<file path="config.mk">
export PLATFORM = sky130hd
export DESIGN_NAME = pset_sequencer
export DESIGN_NICKNAME = d
export VERILOG_FILES = /design/src/rtl/pset_pkg.sv /design/src/rtl/pset_store.sv /design/src/rtl/pset_step.sv /design/src/rtl/pset_sequencer.sv
export SDC_FILE = /design/constraint.sdc
export NUM_CORES = 1
export LEC_CHECK = 0
export ABC_AREA = 1
export BUFFER_PORTS_ARGS = -buffer_cell sky130_fd_sc_hd__buf_2
export CORE_UTILIZATION = 55
export CTS_BUF_LIST = sky130_fd_sc_hd__clkbuf_2 sky130_fd_sc_hd__clkbuf_4 sky130_fd_sc_hd__clkbuf_8
export DETAILED_ROUTE_END_ITERATION = 7
export MAX_ROUTING_LAYER = met4
export PLACE_DENSITY = 0.76
export SYNTH_ARGS = -nofsm -noshare
export SYNTH_HDL_FRONTEND = slang
export SYNTH_SLANG_ARGS = --single-unit
</file>
<file path="constraint.sdc">
create_clock -name clk -period 6.16 [get_ports clk]
set_clock_uncertainty 0.05 [all_clocks]
set_input_delay 0.616 -clock clk [delete_from_list [all_inputs] [get_ports clk]]
set_output_delay 0.616 -clock clk [all_outputs]
set_load 0.01 [all_outputs]
</file>
<file path="src/rtl/pset_pkg.sv">
package pset_pkg;

    typedef enum logic {
        SYNC_A  = 1'b0,
        SYNC_AB = 1'b1
    } sync_mode_e;

endpackage

</file>
<file path="src/rtl/pset_store.sv">
module pset_store #(
    parameter int A_W    = 16,
    parameter int B_W    = 16,
    parameter int C_W    = 16,
    parameter int LINK_W = 16,
    parameter int N_SETS = 4,
    parameter int IDX_W  = $clog2(N_SETS),
    parameter int N_RD   = 2
) (
    input  logic              clk,
    input  logic              rst_n,
    input  logic              wr_en,
    input  logic [IDX_W-1:0]  wr_idx,
    input  logic [A_W-1:0]    wr_acnt,
    input  logic [B_W-1:0]    wr_bcnt,
    input  logic [C_W-1:0]    wr_ccnt,
    input  logic              wr_mode,
    input  logic [LINK_W-1:0] wr_link,
    input  logic [IDX_W-1:0]  rd_idx  [N_RD],
    output logic [A_W-1:0]    rd_acnt [N_RD],
    output logic [B_W-1:0]    rd_bcnt [N_RD],
    output logic [C_W-1:0]    rd_ccnt [N_RD],
    output logic              rd_mode [N_RD],
    output logic [LINK_W-1:0] rd_link [N_RD]
);

    logic [A_W-1:0]    acnt_q [N_SETS];
    logic [B_W-1:0]    bcnt_q [N_SETS];
    logic [C_W-1:0]    ccnt_q [N_SETS];
    logic              mode_q [N_SETS];
    logic [LINK_W-1:0] link_q [N_SETS];

    always_ff @(posedge clk or negedge rst_n) begin
        if (!rst_n) begin
            for (int i = 0; i < N_SETS; i++) begin
                acnt_q[i] <= '0;
                bcnt_q[i] <= '0;
                ccnt_q[i] <= '0;
                mode_q[i] <= 1'b0;
                link_q[i] <= '1;
            end
        end else if (wr_en) begin
            acnt_q[wr_idx] <= wr_acnt;
            bcnt_q[wr_idx] <= wr_bcnt;
            ccnt_q[wr_idx] <= wr_ccnt;
            mode_q[wr_idx] <= wr_mode;
            link_q[wr_idx] <= wr_link;
        end
    end

    for (genvar p = 0; p < N_RD; p++) begin : g_rd
        assign rd_acnt[p] = acnt_q[rd_idx[p]];
        assign rd_bcnt[p] = bcnt_q[rd_idx[p]];
        assign rd_ccnt[p] = ccnt_q[rd_idx[p]];
        assign rd_mode[p] = mode_q[rd_idx[p]];
        assign rd_link[p] = link_q[rd_idx[p]];
    end

endmodule

</file>
<file path="src/rtl/pset_step.sv">
module pset_step
    import pset_pkg::*;
#(
    parameter int A_W = 16,
    parameter int B_W = 16,
    parameter int C_W = 16,
    parameter int BYTES_W = A_W + B_W
) (
    input  logic               mode,
    input  logic [A_W-1:0]     acnt,
    input  logic [B_W-1:0]     bcnt,
    input  logic [C_W-1:0]     ccnt,
    input  logic [B_W-1:0]     binit,
    output logic               is_null,
    output logic [BYTES_W-1:0] bytes,
    output logic               last,
    output logic [B_W-1:0]     bcnt_nx,
    output logic [C_W-1:0]     ccnt_nx
);

    logic b_one;
    logic c_one;

    always_comb begin
        b_one   = (bcnt == B_W'(1));
        c_one   = (ccnt == C_W'(1));
        is_null = (acnt == '0) || (bcnt == '0) || (ccnt == '0);
        bcnt_nx = bcnt;
        ccnt_nx = ccnt;
        if (sync_mode_e'(mode) == SYNC_AB) begin
            bytes   = BYTES_W'(acnt) * BYTES_W'(bcnt);
            last    = c_one;
            ccnt_nx = ccnt - C_W'(1);
        end else begin
            bytes = BYTES_W'(acnt);
            last  = b_one && c_one;
            if (b_one) begin
                bcnt_nx = binit;
                ccnt_nx = ccnt - C_W'(1);
            end else begin
                bcnt_nx = bcnt - B_W'(1);
            end
        end
    end

endmodule

</file>
<file path="src/rtl/pset_sequencer.sv">
module pset_sequencer
    import pset_pkg::*;
#(
    parameter int A_W    = 16,
    parameter int B_W    = 16,
    parameter int C_W    = 16,
    parameter int LINK_W = 16,
    parameter int N_SETS = 4,
    parameter int IDX_W  = $clog2(N_SETS),
    parameter int BYTES_W = A_W + B_W
) (
    input  logic               clk,
    input  logic               rst_n,
    input  logic               cfg_we_i,
    input  logic [IDX_W-1:0]   cfg_idx_i,
    input  logic [A_W-1:0]     cfg_acnt_i,
    input  logic [B_W-1:0]     cfg_bcnt_i,
    input  logic [C_W-1:0]     cfg_ccnt_i,
    input  logic               cfg_mode_i,
    input  logic [LINK_W-1:0]  cfg_link_i,
    input  logic               start_i,
    input  logic [IDX_W-1:0]   start_idx_i,
    input  logic               evt_i,
    input  logic               err_clr_i,
    output logic               req_valid_o,
    input  logic               req_ready_i,
    output logic [BYTES_W-1:0] req_bytes_o,
    output logic               req_final_o,
    output logic               err_o
);

    localparam int RD_START = 0;
    localparam int RD_LINK  = 1;
    localparam logic [LINK_W-1:0] NULL_LINK = '1;

    typedef struct packed {
        logic               valid;
        logic [BYTES_W-1:0] bytes;
        logic               last;
        logic               err;
        logic               mode;
        logic [A_W-1:0]     acnt;
        logic [B_W-1:0]     bcnt;
        logic [B_W-1:0]     binit;
        logic [C_W-1:0]     ccnt;
        logic [LINK_W-1:0]  link;
    } seq_state_t;

    seq_state_t s_d, s_q;

    logic [IDX_W-1:0]  rd_idx  [2];
    logic [A_W-1:0]    rd_acnt [2];
    logic [B_W-1:0]    rd_bcnt [2];
    logic [C_W-1:0]    rd_ccnt [2];
    logic              rd_mode [2];
    logic [LINK_W-1:0] rd_link [2];

    logic               act_null;
    logic [BYTES_W-1:0] step_bytes;
    logic               step_last;
    logic [B_W-1:0]     step_bcnt;
    logic [C_W-1:0]     step_ccnt;
    logic               slot_free;
    logic               evt_take;
    logic               fire;
    logic               link_null;

    assign rd_idx[RD_START] = start_idx_i;
    assign rd_idx[RD_LINK]  = s_q.link[IDX_W-1:0];

    pset_store #(
        .A_W(A_W), .B_W(B_W), .C_W(C_W), .LINK_W(LINK_W),
        .N_SETS(N_SETS), .IDX_W(IDX_W), .N_RD(2)
    ) i_store (
        .clk     (clk),
        .rst_n   (rst_n),
        .wr_en   (cfg_we_i),
        .wr_idx  (cfg_idx_i),
        .wr_acnt (cfg_acnt_i),
        .wr_bcnt (cfg_bcnt_i),
        .wr_ccnt (cfg_ccnt_i),
        .wr_mode (cfg_mode_i),
        .wr_link (cfg_link_i),
        .rd_idx  (rd_idx),
        .rd_acnt (rd_acnt),
        .rd_bcnt (rd_bcnt),
        .rd_ccnt (rd_ccnt),
        .rd_mode (rd_mode),
        .rd_link (rd_link)
    );

    pset_step #(
        .A_W(A_W), .B_W(B_W), .C_W(C_W), .BYTES_W(BYTES_W)
    ) i_step (
        .mode    (s_q.mode),
        .acnt    (s_q.acnt),
        .bcnt    (s_q.bcnt),
        .ccnt    (s_q.ccnt),
        .binit   (s_q.binit),
        .is_null (act_null),
        .bytes   (step_bytes),
        .last    (step_last),
        .bcnt_nx (step_bcnt),
        .ccnt_nx (step_ccnt)
    );

    always_comb begin
        s_d       = s_q;
        slot_free = !s_q.valid || req_ready_i;
        link_null = (s_q.link == NULL_LINK);
        evt_take  = evt_i && !start_i && !err_clr_i && !s_q.err && slot_free;
        fire      = evt_take && !act_null;

        if (req_ready_i) begin
            s_d.valid = 1'b0;
        end

        if (start_i) begin
            s_d.mode  = rd_mode[RD_START];
            s_d.acnt  = rd_acnt[RD_START];
            s_d.bcnt  = rd_bcnt[RD_START];
            s_d.binit = rd_bcnt[RD_START];
            s_d.ccnt  = rd_ccnt[RD_START];
            s_d.link  = rd_link[RD_START];
        end else if (err_clr_i) begin
            s_d.err = 1'b0;
        end else if (evt_take) begin
            if (act_null) begin
                s_d.err = 1'b1;
            end else begin
                s_d.valid = 1'b1;
                s_d.bytes = step_bytes;
                s_d.last  = step_last;
                if (!step_last) begin
                    s_d.bcnt = step_bcnt;
                    s_d.ccnt = step_ccnt;
                end else if (link_null) begin
                    s_d.acnt  = '0;
                    s_d.bcnt  = '0;
                    s_d.binit = '0;
                    s_d.ccnt  = '0;
                end else begin
                    s_d.mode  = rd_mode[RD_LINK];
                    s_d.acnt  = rd_acnt[RD_LINK];
                    s_d.bcnt  = rd_bcnt[RD_LINK];
                    s_d.binit = rd_bcnt[RD_LINK];
                    s_d.ccnt  = rd_ccnt[RD_LINK];
                    s_d.link  = rd_link[RD_LINK];
                end
            end
        end
    end

    always_ff @(posedge clk or negedge rst_n) begin
        if (!rst_n) begin
            s_q       <= '0;
            s_q.mode  <= SYNC_A;
            s_q.link  <= NULL_LINK;
        end else begin
            s_q <= s_d;
        end
    end

    assign req_valid_o = s_q.valid;
    assign req_bytes_o = s_q.bytes;
    assign req_final_o = s_q.last;
    assign err_o       = s_q.err;

    // a stalled request holds its contents
    p_hold_stall_r7: assert property (@(posedge clk) disable iff (!rst_n)
        (req_valid_o && !req_ready_i) |=> (req_valid_o && $stable(req_bytes_o) && $stable(req_final_o)));

    // no new request appears while the error is set
    p_err_blocks_r6: assert property (@(posedge clk) disable iff (!rst_n)
        (err_o && !req_valid_o) |=> !req_valid_o);

    // only a clear removes the error
    p_err_sticky_r6: assert property (@(posedge clk) disable iff (!rst_n)
        (err_o && !err_clr_i) |=> err_o);

    // a final request with a terminating link leaves a null set
    p_null_after_last_r5: assert property (@(posedge clk) disable iff (!rst_n)
        (fire && step_last && link_null) |=> act_null);

    // an accepted event on a null set raises the error and no request
    p_null_raise_r10: assert property (@(posedge clk) disable iff (!rst_n)
        (evt_i && !start_i && !err_clr_i && !err_o && act_null && req_ready_i)
        |=> (err_o && !req_valid_o));

    // the array count never exceeds its starting value
    p_bcnt_bound_r2: assert property (@(posedge clk) disable iff (!rst_n)
        !act_null |-> (s_q.bcnt <= s_q.binit));

endmodule

</file>
==> results.yml <==
run_status:
  run_status: "completed"
sta:
  worstMarginPinSlew_ns: 1.11
  final_period_demand_of_the_worst_path_ns: 5.91
  final.hold.worst_slack_ns: 0.199
  finalSetupViolCount: 0
  final_slew_viol_count: 0
  maxSlewHeadroom_pct: 26.3
  tns_ns: 0
  hold_viol_final: 0
  layout_setup_ws_ns: 0.248
  final.period_utilization_pct: 96.0
  rsz0062_at_grt: "no"
  max_freq_mhz: 169
synthesis:
  yosys_warnings: 0
  postSynthCellCount: 4167
  synth_edf_count: 0
  synth.lib_cells_used.distinct: 43
  synth_fp_nets: 4545
  seq_area_frac_synth_pct: 32.0
  asyncSetResetFlopFracSynth_pct: 100
  synth.avg_cell_area_um2: 7.14
  total_of_flip_flops_plus_latches_after_synthesis: 376
  synth_top_flop_cell: "sky130_fd_sc_hd__dfrtp_1"
  synth_area_mm2: 0.0297
die:
  die_area_mm2: 0.0550
  initial_core_util_pct: 56.2
  horiz_die_dim_um: 235
  design.core.area_mm2: 0.0530
  floorplan.rows: 84
  io_pins: 111
  die_y_um: 235
setup_path:
  rr_worst_depth: 20
  critPathMaxStageDelay_ns: 0.85
  worst-path-buf-inv: 4
  timing.setup.critical_path_class: "reg2reg"
  timing.critical_path.required_ns: 6.67
  r2r-start: "s_q[72]"
  timing.critical_path.to_type: "flop"
  cpMaxStageDelayCell: "sky130_fd_sc_hd__dfrtp_1"
  worst-path-max-fanout: 19
  regToRegEndpoint: "req_bytes_o[17]"
  critical_path_arrival_ns: 6.42
  crit_family: "adder cells"
  worst-r2r-setup-slack_ns: 0.25
  timing.critical_path.from_type: "flop"
  crit_path_cell_trace: "nand2_1 -> fa_1 -> fa_1 -> fa_1 -> fa_1 -> inv_1 -> fa_1 -> inv_1 -> fa_1 -> inv_1 -> ha_1 -> nand2_1 -> inv_1 -> a21oi_1 -> nand3_1 -> nand2_1 -> nand2_1 -> nand2_1 -> nand2_1 -> o21ai_0"
global_routing:
  grt_remaining_overflow: 0
  first_global_vias: 25900
  met3_usage_pct: 4.22
  grt_util_met1_pct: 41.5
  grt_first_pass_wirelength_um: 133000
  gr-usage-met2_pct: 49.4
  grt_util_all_layers_pct: 31.4
  number_of_antenna_violations_at_the_first_check_in_global_routing: 2
  pin_count_of_the_biggest_net_entering_global_routing: 165
  gr-max-usage-layer: "met2"
route:
  dr_pass1_iterations: 6
  detailroute.via_count: 26600
  final_antenna_net_count: 0
  initialDrtViolationCount: 2157
  detail_route.wl_per_cell_um: 16.7
  route.detailed.drc: 0
  postRouteWirelength_um: 81000
  routed_via_density: 5.48
clock_network:
  cts_tree: "done"
  cts.sink_count: 376
  cts_htree_levels: 3
  post_cts_buffers: 0
  clk_path_buf_depth: 3
  clockRootBuffer: "sky130_fd_sc_hd__clkbuf_8"
  clk_latency_worst_skew_pair_ns: 0.65
  clkSlewWorstSetupHoldPaths_ns: 0.06
  number_of_buffers_inserted_during_clock_tree_synthesis: 67
min_path:
  hold_path_depth: 3
  hold_path_end: "i_store.link_q[24]"
  min-delay-start: "cfg_link_i[8]"
  min_path_type: "in2reg"
flow_run:
  maximum_capacitance_violations: 0
finish:
  area_growth_syn_to_layout_pct: 6.91
  finalNetCount: 4490
  multiInputGateArea_mm2: 0.0167
  finished_core_util_pct: 60.0
  fraction_of_layout_instances_using_a_drive_strength_above_1_pct: 9.73
  finish.cell_count_without_fillers: 4853
  fillerInstances: 4930
  sequential_standard_cell_area_mm2: 0.00952
placement:
  post-place-ws_ns: 0.311
  globalplace.congestion: 0.980
  dp_cells: 4730
  detailed_place_hpwl_um: 55000
  numPortBuffers: 110
pwr:
  static_leak_nw: 17.2
  cellPowerDensity_mw_per_mm2: 416
  peakVddDrop_mv: 0.282
## sequential cells by signal, indices dropped and copies added (netlist names)
register and flops:
err_o 1, i_store.mode_q 4, s_q 79, req_bytes_o 32, i_store.link_q 64, i_store.bcnt_q 64, rd_idx 2, req_final_o 1
i_store.acnt_q 64, i_store.ccnt_q 64, req_valid_o 1
## routing by layer
metal / wire length (um) / part of all wire (%)
met1: 34900 / 43
met2: 37500 / 46
met3: 6220 / 7.7
met4: 2390 / 3.0
met5: 0 / 0
## stage by stage
stage	area [um2]	power, mW
5_1_grt	31800	14.4
3_3_place_gp	30300	10.5
3_5_place_dp	30300	10.6
4_1_cts	31800	13.2
6_report	31800	13.2
2_1_floorplan	29700	8.66
## timing repair
action	in CTS	in global routing
hold buffers	1	0
hold endpoints to repair	89	0
endpoints found under the setup margin	0	5
resized for setup	0	4
## area by class of cell
| class | count | share of cell area, % |
|---|---|---|
| multi-input cells | 2904 | 52.5 |
| flip-flops and latches | 376 | 29.9 |
| inverters | 604 | 7.14 |
| clock buffers | 105 | 4.11 |
| repair buffers | 159 | 3.02 |
| well taps | 688 | 2.71 |
| clock inverters | 16 | 0.551 |
| diodes | 1 | 0.00787 |
## cells by family after synthesis
| logic type | count (synthesis) | share of synthesized area [%] |
|---|---|---|
| adders and majority gates | 302 | 17.6 |
| buffers and inverters | 887 | 12.0 |
| xor gates and xnor gates | 16 | 0.471 |
| DFF | 376 | 32.0 |
| AOI/OAI and AO/OA | 752 | 13.3 |
| and+or+nand+nor | 1834 | 24.7 |
## synth_stat cells, types with 2 or more instances
library cell | count | area share, %
sky130_fd_sc_hd__nand4_1 | 13 | 0.27
sky130_fd_sc_hd__nor2_4 | 6 | 0.23
sky130_fd_sc_hd__inv_1 | 597 | 7.5
sky130_fd_sc_hd__nand2_4 | 3 | 0.11
sky130_fd_sc_hd__clkbuf_1 | 159 | 2.0
sky130_fd_sc_hd__a21oi_1 | 147 | 2.5
sky130_fd_sc_hd__nand2_1 | 1384 | 17
sky130_fd_sc_hd__buf_1 | 32 | 0.40
sky130_fd_sc_hd__or2_2 | 4 | 0.084
sky130_fd_sc_hd__o21bai_1 | 4 | 0.10
sky130_fd_sc_hd__xor2_1 | 7 | 0.21
sky130_fd_sc_hd__a221o_1 | 7 | 0.24
sky130_fd_sc_hd__a31oi_1 | 21 | 0.44
sky130_fd_sc_hd__a21o_1 | 2 | 0.050
sky130_fd_sc_hd__o22ai_1 | 7 | 0.15
sky130_fd_sc_hd__dfrtp_1 | 296 | 25
sky130_fd_sc_hd__inv_2 | 5 | 0.063
sky130_fd_sc_hd__nor3_1 | 7 | 0.12
sky130_fd_sc_hd__nor2_1 | 197 | 2.5
sky130_fd_sc_hd__fa_1 | 194 | 13
sky130_fd_sc_hd__a22oi_1 | 13 | 0.33
sky130_fd_sc_hd__o21ai_0 | 515 | 8.7
sky130_fd_sc_hd__xnor2_1 | 9 | 0.26
sky130_fd_sc_hd__nor2_2 | 5 | 0.11
sky130_fd_sc_hd__nand3b_1 | 8 | 0.20
sky130_fd_sc_hd__o211ai_1 | 23 | 0.58
sky130_fd_sc_hd__nand3_1 | 195 | 3.3
sky130_fd_sc_hd__dfstp_2 | 80 | 7.1
sky130_fd_sc_hd__buf_2 | 46 | 0.77
sky130_fd_sc_hd__buf_4 | 42 | 1.1
sky130_fd_sc_hd__o21ai_1 | 11 | 0.19
sky130_fd_sc_hd__buf_6 | 4 | 0.15
sky130_fd_sc_hd__ha_1 | 108 | 4.5
sky130_fd_sc_hd__nand2_2 | 7 | 0.15
## worst max-delay path by stage
stage,end,cells after the start,slack [ns],start
final,req_bytes_o[17],20,0.25,s_q[72]
after global routing,req_bytes_o[17],20,0.003,s_q[72]
after CTS,req_bytes_o[17],20,0.30,s_q[49]
after global placement,req_bytes_o[15],18,0.41,s_q[72]
after floorplan,req_bytes_o[15],22,0.73,s_q[55]
after detailed placement,req_bytes_o[17],20,0.31,s_q[49]
## worst reg2reg max path, stage by stage (launching register included)
cell and delay (ns):
sky130_fd_sc_hd__dfrtp_1 0.85, sky130_fd_sc_hd__nand2_1 0.18, sky130_fd_sc_hd__fa_1 0.51, sky130_fd_sc_hd__fa_1 0.57
sky130_fd_sc_hd__fa_1 0.46, sky130_fd_sc_hd__fa_1 0.54, sky130_fd_sc_hd__inv_1 0.04, sky130_fd_sc_hd__fa_1 0.47
sky130_fd_sc_hd__inv_1 0.05, sky130_fd_sc_hd__fa_1 0.47, sky130_fd_sc_hd__inv_1 0.04, sky130_fd_sc_hd__ha_1 0.34
sky130_fd_sc_hd__nand2_1 0.15, sky130_fd_sc_hd__inv_1 0.05, sky130_fd_sc_hd__a21oi_1 0.29, sky130_fd_sc_hd__nand3_1 0.26
sky130_fd_sc_hd__nand2_1 0.11, sky130_fd_sc_hd__nand2_1 0.08, sky130_fd_sc_hd__nand2_1 0.08, sky130_fd_sc_hd__nand2_1 0.05
sky130_fd_sc_hd__o21ai_0 0.21
## cell usage in the layout (no fill, tap or decap), drive strengths merged
| master | Yosys | layout |
|---|---|---|
| a211oi | 1 | 1 |
| a21o | 2 | 2 |
| a21oi | 147 | 147 |
| a221o | 7 | 7 |
| a22oi | 13 | 13 |
| a31oi | 21 | 21 |
| and2 | 1 | 1 |
| and3 | 1 | 1 |
| buf | 124 | 158 |
| bufinv | 0 | 3 |
| clkbuf | 159 | 105 |
| clkinv | 1 | 11 |
| clkinvlp | 0 | 2 |
| dfrtp | 296 | 296 |
| dfstp | 80 | 80 |
| diode | 0 | 1 |
| dlygate4sd3 | 0 | 1 |
| fa | 194 | 194 |
| ha | 108 | 108 |
| inv | 603 | 604 |
| nand2 | 1394 | 1394 |
| nand3 | 196 | 196 |
| nand3b | 8 | 8 |
| nand4 | 14 | 14 |
| nor2 | 208 | 208 |
| nor3 | 8 | 8 |
| o211ai | 23 | 23 |
| o21ai | 527 | 527 |
| o21bai | 4 | 4 |
| o22ai | 7 | 7 |
| or2 | 4 | 4 |
| xnor2 | 9 | 9 |
| xor2 | 7 | 7 |
## where the power goes
| group | internal (mW) | switching [mW] | leakage, nW |
|---|---|---|---|
| registers | 3.11 | 0.891 | 4.60 |
| clock network | 1.48 | 1.09 | 0.787 |
| logic | 2.36 | 4.30 | 11.9 |
Power figures use the tool's default switching activity.
